File: config.mk
export PLATFORM = sky130hd
export DESIGN_NAME = edge_irq_mapper
export DESIGN_NICKNAME = d
export VERILOG_FILES = /design/src/rtl/eim_pkg.sv /design/src/rtl/eim_sync.sv /design/src/rtl/eim_detect.sv /design/src/rtl/eim_pending.sv /design/src/rtl/eim_route.sv /design/src/rtl/edge_irq_mapper.sv
export SDC_FILE = /design/constraint.sdc
export NUM_CORES = 1
export LEC_CHECK = 0
export BUFFER_PORTS_ARGS = -buffer_cell sky130_fd_sc_hd__buf_2
export CAP_MARGIN = 20
export CORE_MARGIN = 8
export CORE_UTILIZATION = 53
export CTS_CLUSTER_DIAMETER = 80
export DETAILED_ROUTE_END_ITERATION = 12
export PLACE_DENSITY_LB_ADDON = 0.05
export SLEW_MARGIN = 15
export SYNTH_ARGS = -nofsm -noshare
export SYNTH_HDL_FRONTEND = slang
export SYNTH_SLANG_ARGS = --single-unit
File: constraint.sdc
create_clock -name clk_i -period 2.8 [get_ports clk_i]
set_input_delay 0.56 -clock clk_i [delete_from_list [all_inputs] [get_ports clk_i]]
set_output_delay 0.56 -clock clk_i [all_outputs]
set_load 0.02 [all_outputs]
File: src/rtl/eim_pkg.sv
package eim_pkg;
  typedef enum logic [1:0] {
    TRIG_LOW  = 2'b00,
    TRIG_ANY  = 2'b01,
    TRIG_FALL = 2'b10,
    TRIG_RISE = 2'b11
  } trig_e;

  localparam int unsigned NUM_LINES     = 16;
  localparam int unsigned NUM_DEDICATED = 5;
  localparam int unsigned SPLIT_LINE    = 10;  // first line of the second shared group
  localparam int unsigned NUM_IRQ       = NUM_DEDICATED + 2;

  function automatic int unsigned irq_of_line(int unsigned ln);
    if (ln < NUM_DEDICATED) return ln;
    else if (ln < SPLIT_LINE) return NUM_DEDICATED;
    else return NUM_DEDICATED + 1;
  endfunction
endpackage

File: src/rtl/eim_sync.sv
module eim_sync #(
  parameter int unsigned W = 16
) (
  input  logic         clk_i,
  input  logic         rst_ni,
  input  logic [W-1:0] async_i,
  output logic [W-1:0] sync_o
);
  logic [W-1:0] stage1_q, stage2_q;

  always_ff @(posedge clk_i or negedge rst_ni) begin
    if (!rst_ni) begin
      stage1_q <= '0;
      stage2_q <= '0;
    end else begin
      stage1_q <= async_i;
      stage2_q <= stage1_q;
    end
  end

  assign sync_o = stage2_q;
endmodule

File: src/rtl/eim_detect.sv
module eim_detect
  import eim_pkg::*;
#(
  parameter int unsigned W = 16
) (
  input  logic           clk_i,
  input  logic           rst_ni,
  input  logic [W-1:0]   sync_i,
  input  logic [2*W-1:0] trig_sel_i,
  output logic [W-1:0]   hit_o
);
  logic [W-1:0] prev_q;

  always_ff @(posedge clk_i or negedge rst_ni) begin
    if (!rst_ni) prev_q <= '0;
    else         prev_q <= sync_i;
  end

  for (genvar i = 0; i < W; i++) begin : g_line
    trig_e mode;
    assign mode = trig_e'(trig_sel_i[2*i +: 2]);
    always_comb begin
      unique case (mode)
        TRIG_LOW:  hit_o[i] = ~sync_i[i];
        TRIG_ANY:  hit_o[i] = sync_i[i] ^ prev_q[i];
        TRIG_FALL: hit_o[i] = prev_q[i] & ~sync_i[i];
        default:   hit_o[i] = sync_i[i] & ~prev_q[i];
      endcase
    end
  end
endmodule

File: src/rtl/eim_pending.sv
module eim_pending #(
  parameter int unsigned W = 16
) (
  input  logic         clk_i,
  input  logic         rst_ni,
  input  logic [W-1:0] hit_i,
  input  logic [W-1:0] clr_i,
  output logic [W-1:0] pend_o
);
  logic [W-1:0] pend_q;

  // set dominates clear
  always_ff @(posedge clk_i or negedge rst_ni) begin
    if (!rst_ni) pend_q <= '0;
    else         pend_q <= (pend_q & ~clr_i) | hit_i;
  end

  assign pend_o = pend_q;
endmodule

File: src/rtl/eim_route.sv
module eim_route
  import eim_pkg::*;
#(
  parameter int unsigned W    = NUM_LINES,
  parameter int unsigned NIRQ = NUM_IRQ
) (
  input  logic [W-1:0]    pend_i,
  input  logic [W-1:0]    mask_i,
  output logic [NIRQ-1:0] irq_o
);
  function automatic logic [W-1:0] members(int unsigned k);
    logic [W-1:0] m;
    m = '0;
    for (int unsigned ln = 0; ln < W; ln++) m[ln] = (irq_of_line(ln) == k);
    return m;
  endfunction

  logic [W-1:0] live;
  assign live = pend_i & mask_i;

  for (genvar k = 0; k < NIRQ; k++) begin : g_irq
    localparam logic [W-1:0] MEMB = members(k);
    assign irq_o[k] = |(live & MEMB);
  end
endmodule

File: src/rtl/edge_irq_mapper.sv
module edge_irq_mapper
  import eim_pkg::*;
(
  input  logic                   clk_i,
  input  logic                   rst_ni,
  input  logic [NUM_LINES-1:0]   line_i,
  input  logic [2*NUM_LINES-1:0] trig_sel_i,
  input  logic [NUM_LINES-1:0]   mask_i,
  input  logic [NUM_LINES-1:0]   clr_i,
  output logic [NUM_LINES-1:0]   pending_o,
  output logic [NUM_IRQ-1:0]     irq_o
);
  logic [NUM_LINES-1:0] line_sync;
  logic [NUM_LINES-1:0] line_hit;

  eim_sync #(.W(NUM_LINES)) u_sync (
    .clk_i, .rst_ni, .async_i(line_i), .sync_o(line_sync)
  );

  eim_detect #(.W(NUM_LINES)) u_detect (
    .clk_i, .rst_ni, .sync_i(line_sync), .trig_sel_i, .hit_o(line_hit)
  );

  eim_pending #(.W(NUM_LINES)) u_pend (
    .clk_i, .rst_ni, .hit_i(line_hit), .clr_i, .pend_o(pending_o)
  );

  eim_route #(.W(NUM_LINES), .NIRQ(NUM_IRQ)) u_route (
    .pend_i(pending_o), .mask_i, .irq_o
  );
endmodule

==> reports/metrics.yaml, run 1 <==
global_routing:
  grt_usage: 0.153
  grt_max_degree: 31
  grt_pass1_vias: 2071
  grt_overflow: 0
  antenna_found_initial: 0
  grt_pass1_wl_um: 9010
drt:
  vias_per_cell: 4.63
  avgRoutedWirePerCell_um: 13.6
  drt-total-wl_um: 5420
  ant_nets: 0
  dr.pass1.iters: 4
  vias: 1844
  drc: 0
  drt-initial-drc-count: 53
sta:
  finalSetupViolations: 0
  clock_skew_ns: 0.00781
  layout_worst_path_cycle_share: 0.700
  hold_viol_final: 0
  fin_crit_ns: 1.96
  max-slew-margin-rel: 0.669
  drv_slew: 0
  fmax_ghz: 0.510
  worst_slack_ns: 0.839
  rsz0062_at_grt: "false"
  whs_ns: 0.185
  tightest_slew_ns: 0.497
  setup_tns_ns: 0
power_and_ir_drop:
  leakage_nw: 2.10
  peakVddDrop_v: 0.000418
  finalPower_mw: 2.14
  p_per_area_nw_per_um2: 590
floorplan:
  die_w_um: 88.7
  fp.dieH_um: 88.7
  die_area_um2: 7870
  num_rows: 26
  coreArea_um2: 5110
  ioPinCount: 105
  initial_core_util: 0.548
place:
  post_dp_cell_area_um2: 3440
  port-buffer-count: 104
  dp_slack_ns: 0.891
  dp_hpwl_um: 4390
  dp_cells: 382
  gp_congestion: 0.718
worst_setup_path:
  crit_required_ns: 2.24
  reg2reg_from: "u_sync.sync_o[6]"
  critPathCaptureType: "output pin"
  path_max_fanout: 3
  rrSetupSlack_ns: 1.31
  crit_arrival_ns: 1.40
  rr_endpoint: "u_pend.pend_o[6]"
  crit_type: "flip-flop to output pin"
  r2r_cells: 5
  setup.worst_path.start_class: "flip-flop"
layout:
  fin_cells: 398
  design_area_um2: 3630
  nets: 437
  antennaDiodeCount: 0
  drive_gt1_frac: 0.412
  final_core_util: 0.712
  areaGrowthSynthToFinish_pct: 29.8
logic_synthesis:
  syn_area_um2: 2800
  netlist.area_leader.share: 0.572
  post-synth-top-area-cell: "dfrtp_1"
  synth_seq_cells: 64
  syn_nets: 320
  syn-mean-instance-area_um2: 13.6
  ys_warn_count: 0
  yosysUniqueCellTypes: 14
  seq_area_frac_synth: 0.572
  syn_inst: 206
  synth.area.top_cells: "dfrtp_1 (57%), ha_1 (14%), mux4_2 (12%)"
worst_hold_path:
  hp-class: "input pin to async pin"
clock_network:
  clkTransAtPathRegs_ns: 0.07
  cts_root_buf: "clkbuf_8"
  cts_made_buffers: 9
  htree_num_levels: 3
  post_cts.repair.setup_buffers: 0
  hold_buffers: 0
  cts_sinks: 64
  cts_tree: "built"
  worstSkewPairLatency_ns: 0.33
  ctsResizeCount: 0
  clock_path_buffers: 2
status:
  status: "finished clean"
flow_run:
  cap_violations: 0
## flip-flops by register name (all words and copies together) (netlist names)
| register | cells |
|---|---|
| u_detect.prev_q | 16 |
| u_pend.pend_o | 16 |
| u_sync.stage1_q | 16 |
| u_sync.sync_o | 16 |
## cells in the mapped netlist
library cell	count
nand2_1	2
and2_1	5
mux4_2	15
a21o_1	15
a22oi_1	4
o22ai_1	1
a211oi_1	1
nor2_1	1
nand3_1	1
a222oi_1	1
o211a_1	1
dfrtp_1	64
ha_1	32
inv_1	63
## cell usage in the layout, fill, tap and decap left out, drive strengths merged
master and instances:
a22oi 4, nand2 2, buf 106, o211a 1, clkinv 2, clkbuf 13
a21o 15, ha 32, mux4 15, nand3 1, a211oi 1, inv 63
bufinv 1, and2 5, nor2 1, dfrtp 64, a222oi 1, o22ai 1
## logic make-up (layout without fill, tap and decap cells)
kind of cell    count (synthesis)  after routing  share of synthesized area
simple gates                    9              9                     0.0170
mux                            15             15                      0.121
fa+ha+maj                      32             32                      0.143
buf+inv                        63            185                     0.0845
flops                          64             64                      0.572
compound gates                 23             23                     0.0630
## worst max-delay path by stage
stage	startpoint	endpoint	slack (ns)
3_5_place_dp	mask_i[5]	irq_o[5]	0.89
6_report	u_pend.pend_o[5]	irq_o[5]	0.84
4_1_cts	u_pend.pend_o[5]	irq_o[5]	0.80
3_3_place_gp	mask_i[5]	irq_o[5]	0.89
2_1_floorplan	mask_i[5]	irq_o[5]	1.19
5_1_grt	u_pend.pend_o[5]	irq_o[5]	0.74
## worst max-delay path, stage by stage, from the launching register on
cell and delay (ns):
dfrtp_1 0.40, a222oi_1 0.42, nand2_1 0.08, buf_2 0.17
## area by class of cell
type / count / area [um^2]
fillers: 378 / 1470
flip-flops and latches: 64 / 1600
clock inverters: 3 / 40.0
repair buffers: 106 / 548
well taps: 70 / 87.6
multi-input cells: 79 / 962
inverters: 63 / 236
clock buffers: 13 / 159
## metal layers
metal  GRT usage  up-vias  routed length, um
met5           0        -                  0
met4      0.0753        0                124
met3      0.0687       14                567
met2       0.254       70               2720
met1       0.160      866               2010
li1            -      894                  -
## power by group
group	switching, mW	internal [mW]	total, mW	leakage (nW)
clock	0.327	0.458	0.785	0.103
combinational	0.164	0.160	0.324	1.25
sequential	0.0420	0.993	1.04	0.742
total	0.534	1.61	2.14	2.10
No activity file was read; power rests on OpenSTA's default activity.
==> inputs of run 2 (changes only) <==
--- a/config.mk
+++ b/config.mk
@@ -8,7 +8,7 @@
 export BUFFER_PORTS_ARGS = -buffer_cell sky130_fd_sc_hd__buf_2
 export CAP_MARGIN = 20
 export CORE_MARGIN = 8
-export CORE_UTILIZATION = 53
+export CORE_UTILIZATION = 49
 export CTS_CLUSTER_DIAMETER = 80
 export DETAILED_ROUTE_END_ITERATION = 12
 export PLACE_DENSITY_LB_ADDON = 0.05
==> constraint.sdc (replaced) <==
create_clock -name clk_i -period 2 [get_ports clk_i]
set_input_delay 0.4 -clock clk_i [delete_from_list [all_inputs] [get_ports clk_i]]
set_output_delay 0.4 -clock clk_i [all_outputs]
set_load 0.02 [all_outputs]
==> run 2 against run 1 <==
Effect of this change: die area is 6.7% higher; register-to-register slack worse by 0.77 ns; setup slack worse by 0.51 ns; highest routed layer unchanged; hold slack worse by 0.11 ns; final cell count is 0.25% higher; critical endpoint unchanged; via count is 1.0% lower.
==> reports/metrics.yaml, run 2 (synthesis results as in run 1) <==
status:
  status: "finished clean"
place:
  dp_hpwl_um: 3940  # -10%
  port-buffer-count: 104  # unchanged
  gp_congestion: 0.724  # +0.92%
worst_setup_path:
  crit_arrival_ns: 1.27  # -0.13 ns
  setup.worst_path.start_class: "flip-flop"
  worstPathBufferInverterCount: 1  # unchanged
  crit_required_ns: 1.60  # -0.64 ns
  r2r_cells: 5  # unchanged
  crit_chain: "a22oi_1 > nand2_1 > buf_2"
  rrSetupSlack_ns: 0.54  # -0.77 ns
  critPathCaptureType: "output pin"
  rr_endpoint: "u_pend.pend_o[14]"
  critPathSlowestCell: "dfrtp_1"
  crit_type: "flip-flop to output pin"
  reg2reg_from: "u_sync.sync_o[14]"
  path_max_fanout: 3  # unchanged
  slowest_delay_ns: 0.41  # about the same
  cp_top_family: "flip-flops"
floorplan:
  ioPinCount: 105  # unchanged
  coreArea_um2: 5510  # +7.8%
  die_area_um2: 8390  # +6.7%
  die_w_um: 91.6  # +3.3%
  num_rows: 27  # +3.8%
  fp.dieH_um: 91.6  # +3.3%
  initial_core_util: 0.509  # -0.0397
sta:
  max-slew-margin-rel: 0.785  # +0.116
  setup_tns_ns: 0  # unchanged
  layout_worst_path_cycle_share: 0.834
  hold_viol_final: 0  # unchanged
  drv_slew: 0  # unchanged
  fmax_ghz: 0.599
  clock_skew_ns: 0.00361  # -0.00420 ns
  fin_crit_ns: 1.67
  finalSetupViolations: 0  # unchanged
  rsz0062_at_grt: "false"
  tightest_slew_ns: 0.323  # -0.174 ns
global_routing:
  grt_pass1_vias: 1978  # -4.5%
  grt_usage: 0.129  # -0.0238
  grt_max_degree: 65  # +110%
  grt_overflow: 0  # unchanged
  grt_pass1_wl_um: 8580  # -4.7%
  antenna_found_initial: 0  # unchanged
layout:
  layout_commonest_cell: "buf_2"
  antennaDiodeCount: 0  # unchanged
  final_cell_mix: "buf_2 (104), dfrtp_1 (64), inv_1 (63), ha_1 (32)"
  nets: 436  # -0.23%
  areaGrowthSynthToFinish_pct: 29.6
  drive_gt1_frac: 0.410  # -0.00180
  nFillCells: 417  # +10%
drt:
  vias_per_cell: 4.57  # -1.3%
  drc: 0  # unchanged
  ant_nets: 0  # unchanged
  avgRoutedWirePerCell_um: 12.5  # -8.2%
  dr.pass1.iters: 4  # unchanged
  drt-initial-drc-count: 34  # -36%
  drt-total-wl_um: 4980  # -8.0%
  vias: 1825  # -1.0%
clock_network:
  worstSkewPairLatency_ns: 0.33  # about the same
  hold_buffers: 0  # unchanged
  clock_path_buffers: 2  # unchanged
  ctsResizeCount: 0  # unchanged
  post_cts.repair.setup_buffers: 0  # unchanged
  clkTransAtPathRegs_ns: 0.06  # about the same
  cts_tree: "built"
  cts_root_buf: "clkbuf_8"
  htree_num_levels: 3  # unchanged
  cts_sinks: 64  # unchanged
  cts_made_buffers: 9  # unchanged
power_and_ir_drop:
  p_per_area_nw_per_um2: 821  # +39%
  leakage_nw: 2.09  # -0.23%
  finalPower_mw: 2.98  # +39%
  peakVddDrop_v: 0.000499  # +19%
flow_run:
  cap_violations: 0  # unchanged
worst_hold_path:
  hp-class: "input pin to async pin"
==> run 2: power breakdown <==
part / internal [mW] / switching [mW] / leakage, nW / total, mW
sequential: 1.39 / 0.0601 / 0.742 / 1.45
combinational: 0.221 / 0.222 / 1.25 / 0.443
clock: 0.640 / 0.445 / 0.103 / 1.09
total: 2.25 / 0.727 / 2.09 / 2.98
==> run 2: area by class of cell <==
| type | count | area (um^2) | share of cell area |
|---|---|---|---|
| Clock buffer | 13 | 159 | 0.0438 |
| Clock inverter | 3 | 40.0 | 0.0110 |
| Inverter | 63 | 236 | 0.0652 |
| Multi-Input combinational cell | 79 | 962 | 0.265 |
| Sequential cell | 64 | 1600 | 0.441 |
| Tap cell | 72 | 90.1 | 0.0248 |
| Timing Repair Buffer | 105 | 541 | 0.149 |
==> run 2: worst max-delay path by stage <==
stage / start / to / slack [ns] / cells after the start
global route: u_pend.pend_o[6] / irq_o[5] / 0.23 / 3
floorplan: u_sync.sync_o[0] / u_pend.pend_o[0] / 0.62 / 5
CTS: u_pend.pend_o[6] / irq_o[5] / 0.30 / 3
finish: u_pend.pend_o[6] / irq_o[5] / 0.33 / 3
global placement: mask_i[5] / irq_o[5] / 0.56 / 4
detailed placement: u_sync.sync_o[13] / u_pend.pend_o[13] / 0.54 / 5
==> run 2: layer usage <==
metal  global-route usage  part of all wire  vias up
li1                     -                 -      889
met2                0.212              0.48       68
met1                0.131              0.39      857
met4               0.0491             0.013        0
met5                    0                 0        -
met3               0.0774              0.11       11
==> run 2: through the flow <==
| stage | setup WS, ns | area [um^2] | hold WS (ns) | utilization | instances |
|---|---|---|---|---|---|
| floorplan | 0.621 | 2800 | 0.104 | - | 206 |
| global placement | 0.562 | 3430 | 0.332 | 0.623 | 383 |
| detailed placement | 0.542 | 3430 | 0.335 | 0.623 | 383 |
| CTS | 0.296 | 3630 | 0.0699 | 0.659 | 399 |
| global route | 0.232 | 3630 | 0.0946 | 0.659 | 399 |
| finish | 0.332 | 3630 | 0.0756 | 0.659 | 399 |
==> inputs of run 3 (changes only) <==
==> constraint.sdc (replaced) <==
create_clock -name clk_i -period 1.7 [get_ports clk_i]
set_input_delay 0.34 -clock clk_i [delete_from_list [all_inputs] [get_ports clk_i]]
set_output_delay 0.34 -clock clk_i [all_outputs]
set_load 0.02 [all_outputs]
==> run 3 against run 2 <==
Effect of this change: clock skew grew 0.0033 ns; utilization rose by 0.14 points; largest power group unchanged; flip-flop and latch count unchanged; setup slack got worse by 0.26 ns; critical endpoint unchanged.
==> reports/metrics.yaml, run 3 (synthesis results as in run 1) <==
sta:
  fmax_ghz: 0.613
  layout_worst_path_cycle_share: 0.959
  max-slew-margin-rel: 0.782  # -0.00246
  finalSetupViolations: 0  # unchanged
  setup_tns_ns: 0  # unchanged
  hold_viol_final: 0  # unchanged
  tightest_slew_ns: 0.326  # +0.00369 ns
  worst_slack_ns: 0.0695  # -0.262 ns
  rsz0062_at_grt: "true"
  whs_ns: 0.00591  # -0.0697 ns
  clock_skew_ns: 0.00694  # +0.00333 ns
  fin_crit_ns: 1.63
  drv_slew: 0  # unchanged
place:
  port-buffer-count: 104  # unchanged
  dp_slack_ns: 0.229  # -0.312 ns
  gp_congestion: 0.723  # -0.21%
  dp_cells: 383  # unchanged
  post_dp_cell_area_um2: 3430  # unchanged
  dp_hpwl_um: 4120  # +4.7%
global_routing:
  grt_usage: 0.136  # +0.00695
  grt_pass1_vias: 2078  # +5.1%
  grt_overflow: 0  # unchanged
  antenna_found_initial: 0  # unchanged
  grt_pass1_wl_um: 8940  # +4.1%
  grt_max_degree: 65  # unchanged
layout:
  nFillCells: 421  # +0.96%
  design_area_um2: 3640  # +0.21%
  areaGrowthSynthToFinish_pct: 29.9
  multiInputGateArea_um2: 967  # +0.52%
  drive_gt1_frac: 0.419  # +0.00917
  register_area_um2: 1600  # unchanged
  final_cell_mix: "buf_2 (103), dfrtp_1 (64), inv_1 (63), ha_1 (32)"
  final_core_util: 0.661  # +0.00136
  fin_cells: 399  # unchanged
  nets: 437  # +0.23%
  layout_commonest_cell: "buf_2"
  antennaDiodeCount: 0  # unchanged
floorplan:
  fp.dieH_um: 91.6  # unchanged
  ioPinCount: 105  # unchanged
  coreArea_um2: 5510  # unchanged
  initial_core_util: 0.509  # unchanged
  die_area_um2: 8390  # unchanged
  die_w_um: 91.6  # unchanged
  num_rows: 27  # unchanged
drt:
  vias: 1861  # +2.0%
  vias_per_cell: 4.66  # +2.0%
  ant_nets: 0  # unchanged
  dr.pass1.iters: 4  # unchanged
  drc: 0  # unchanged
  avgRoutedWirePerCell_um: 12.8  # +2.5%
  drt-total-wl_um: 5110  # +2.5%
  drt-initial-drc-count: 76  # +120%
clock_network:
  cts_tree: "built"
  clock_path_buffers: 2  # unchanged
  cts_root_buf: "clkbuf_8"
  worstSkewPairLatency_ns: 0.33  # about the same
  cts_sinks: 64  # unchanged
  hold_buffers: 0  # unchanged
  cts_made_buffers: 9  # unchanged
  htree_num_levels: 3  # unchanged
  clkTransAtPathRegs_ns: 0.07  # about the same
flow_run:
  cap_violations: 0  # unchanged
worst_setup_path:
  path_max_fanout: 3  # unchanged
  setup.worst_path.start_class: "flip-flop"
  crit_type: "flip-flop to output pin"
  critPathCaptureType: "output pin"
  crit_required_ns: 1.36  # -0.24 ns
  crit_arrival_ns: 1.29  # +0.02 ns
power_and_ir_drop:
  leakage_nw: 2.09  # about the same
  peakVddDrop_v: 0.000916  # +84%
  p_per_area_nw_per_um2: 953  # +16%
  finalPower_mw: 3.46  # +16%
status:
  status: "finished clean"
worst_hold_path:
  hp-class: "input pin to async pin"
run 3: metal layers:
metal  wire length [um]  vias up  global-route usage
met3                477        8              0.0733
met4                 89        0              0.0573
met2               2360       66               0.219
met5                  0        -                   0
li1                   -      892                   -
met1               2180      895               0.145
run 3: final timing paths:
| path | start | endpoint | slack (ns) | cells after the start |
|---|---|---|---|---|
| setup / recovery | u_pend.pend_o[5] | irq_o[5] | 0.07 | 3 |
| hold / removal | rst_ni | u_pend.pend_o[3] | 0.006 | 2 |
| setup reg to reg | u_sync.sync_o[8] | u_pend.pend_o[8] | 0.23 | 5 |
| hold reg to reg | u_sync.stage1_q[10] | u_sync.sync_o[10] | 0.35 | 0 |
| max in group asynchronous | rst_ni | u_detect.prev_q[6] | 1.42 | 2 |
| min in group clk_i | line_i[12] | u_sync.stage1_q[12] | 0.11 | 1 |
run 3: area by class of cell:
| type | instances | share of cell area |
|---|---|---|
| clock buffers | 13 | 0.0492 |
| clock inverters | 2 | 0.00344 |
| inverters | 63 | 0.0650 |
| multi-input cells | 79 | 0.266 |
| flip-flops and latches | 64 | 0.440 |
| well taps | 72 | 0.0248 |
| repair buffers | 106 | 0.151 |
run 3: power breakdown:
group	total [mW]	switching, mW	leakage, nW	internal, mW
logic	0.530	0.263	1.25	0.267
registers	1.71	0.0726	0.742	1.64
clock network	1.23	0.549	0.0975	0.678
run 3: repair_timing:
action | in CTS | in global routing
setup buffers | 0 | 1
gates resized for setup | 0 | 2
setup endpoints to repair | 0 | 1
hold endpoints to repair | 0 | 0
run 3: worst max-delay path, cell delays in order (launching register included):
cell and delay (ns):
dfrtp_1 0.40, a222oi_1 0.31, nand2_1 0.09, buf_4 0.16
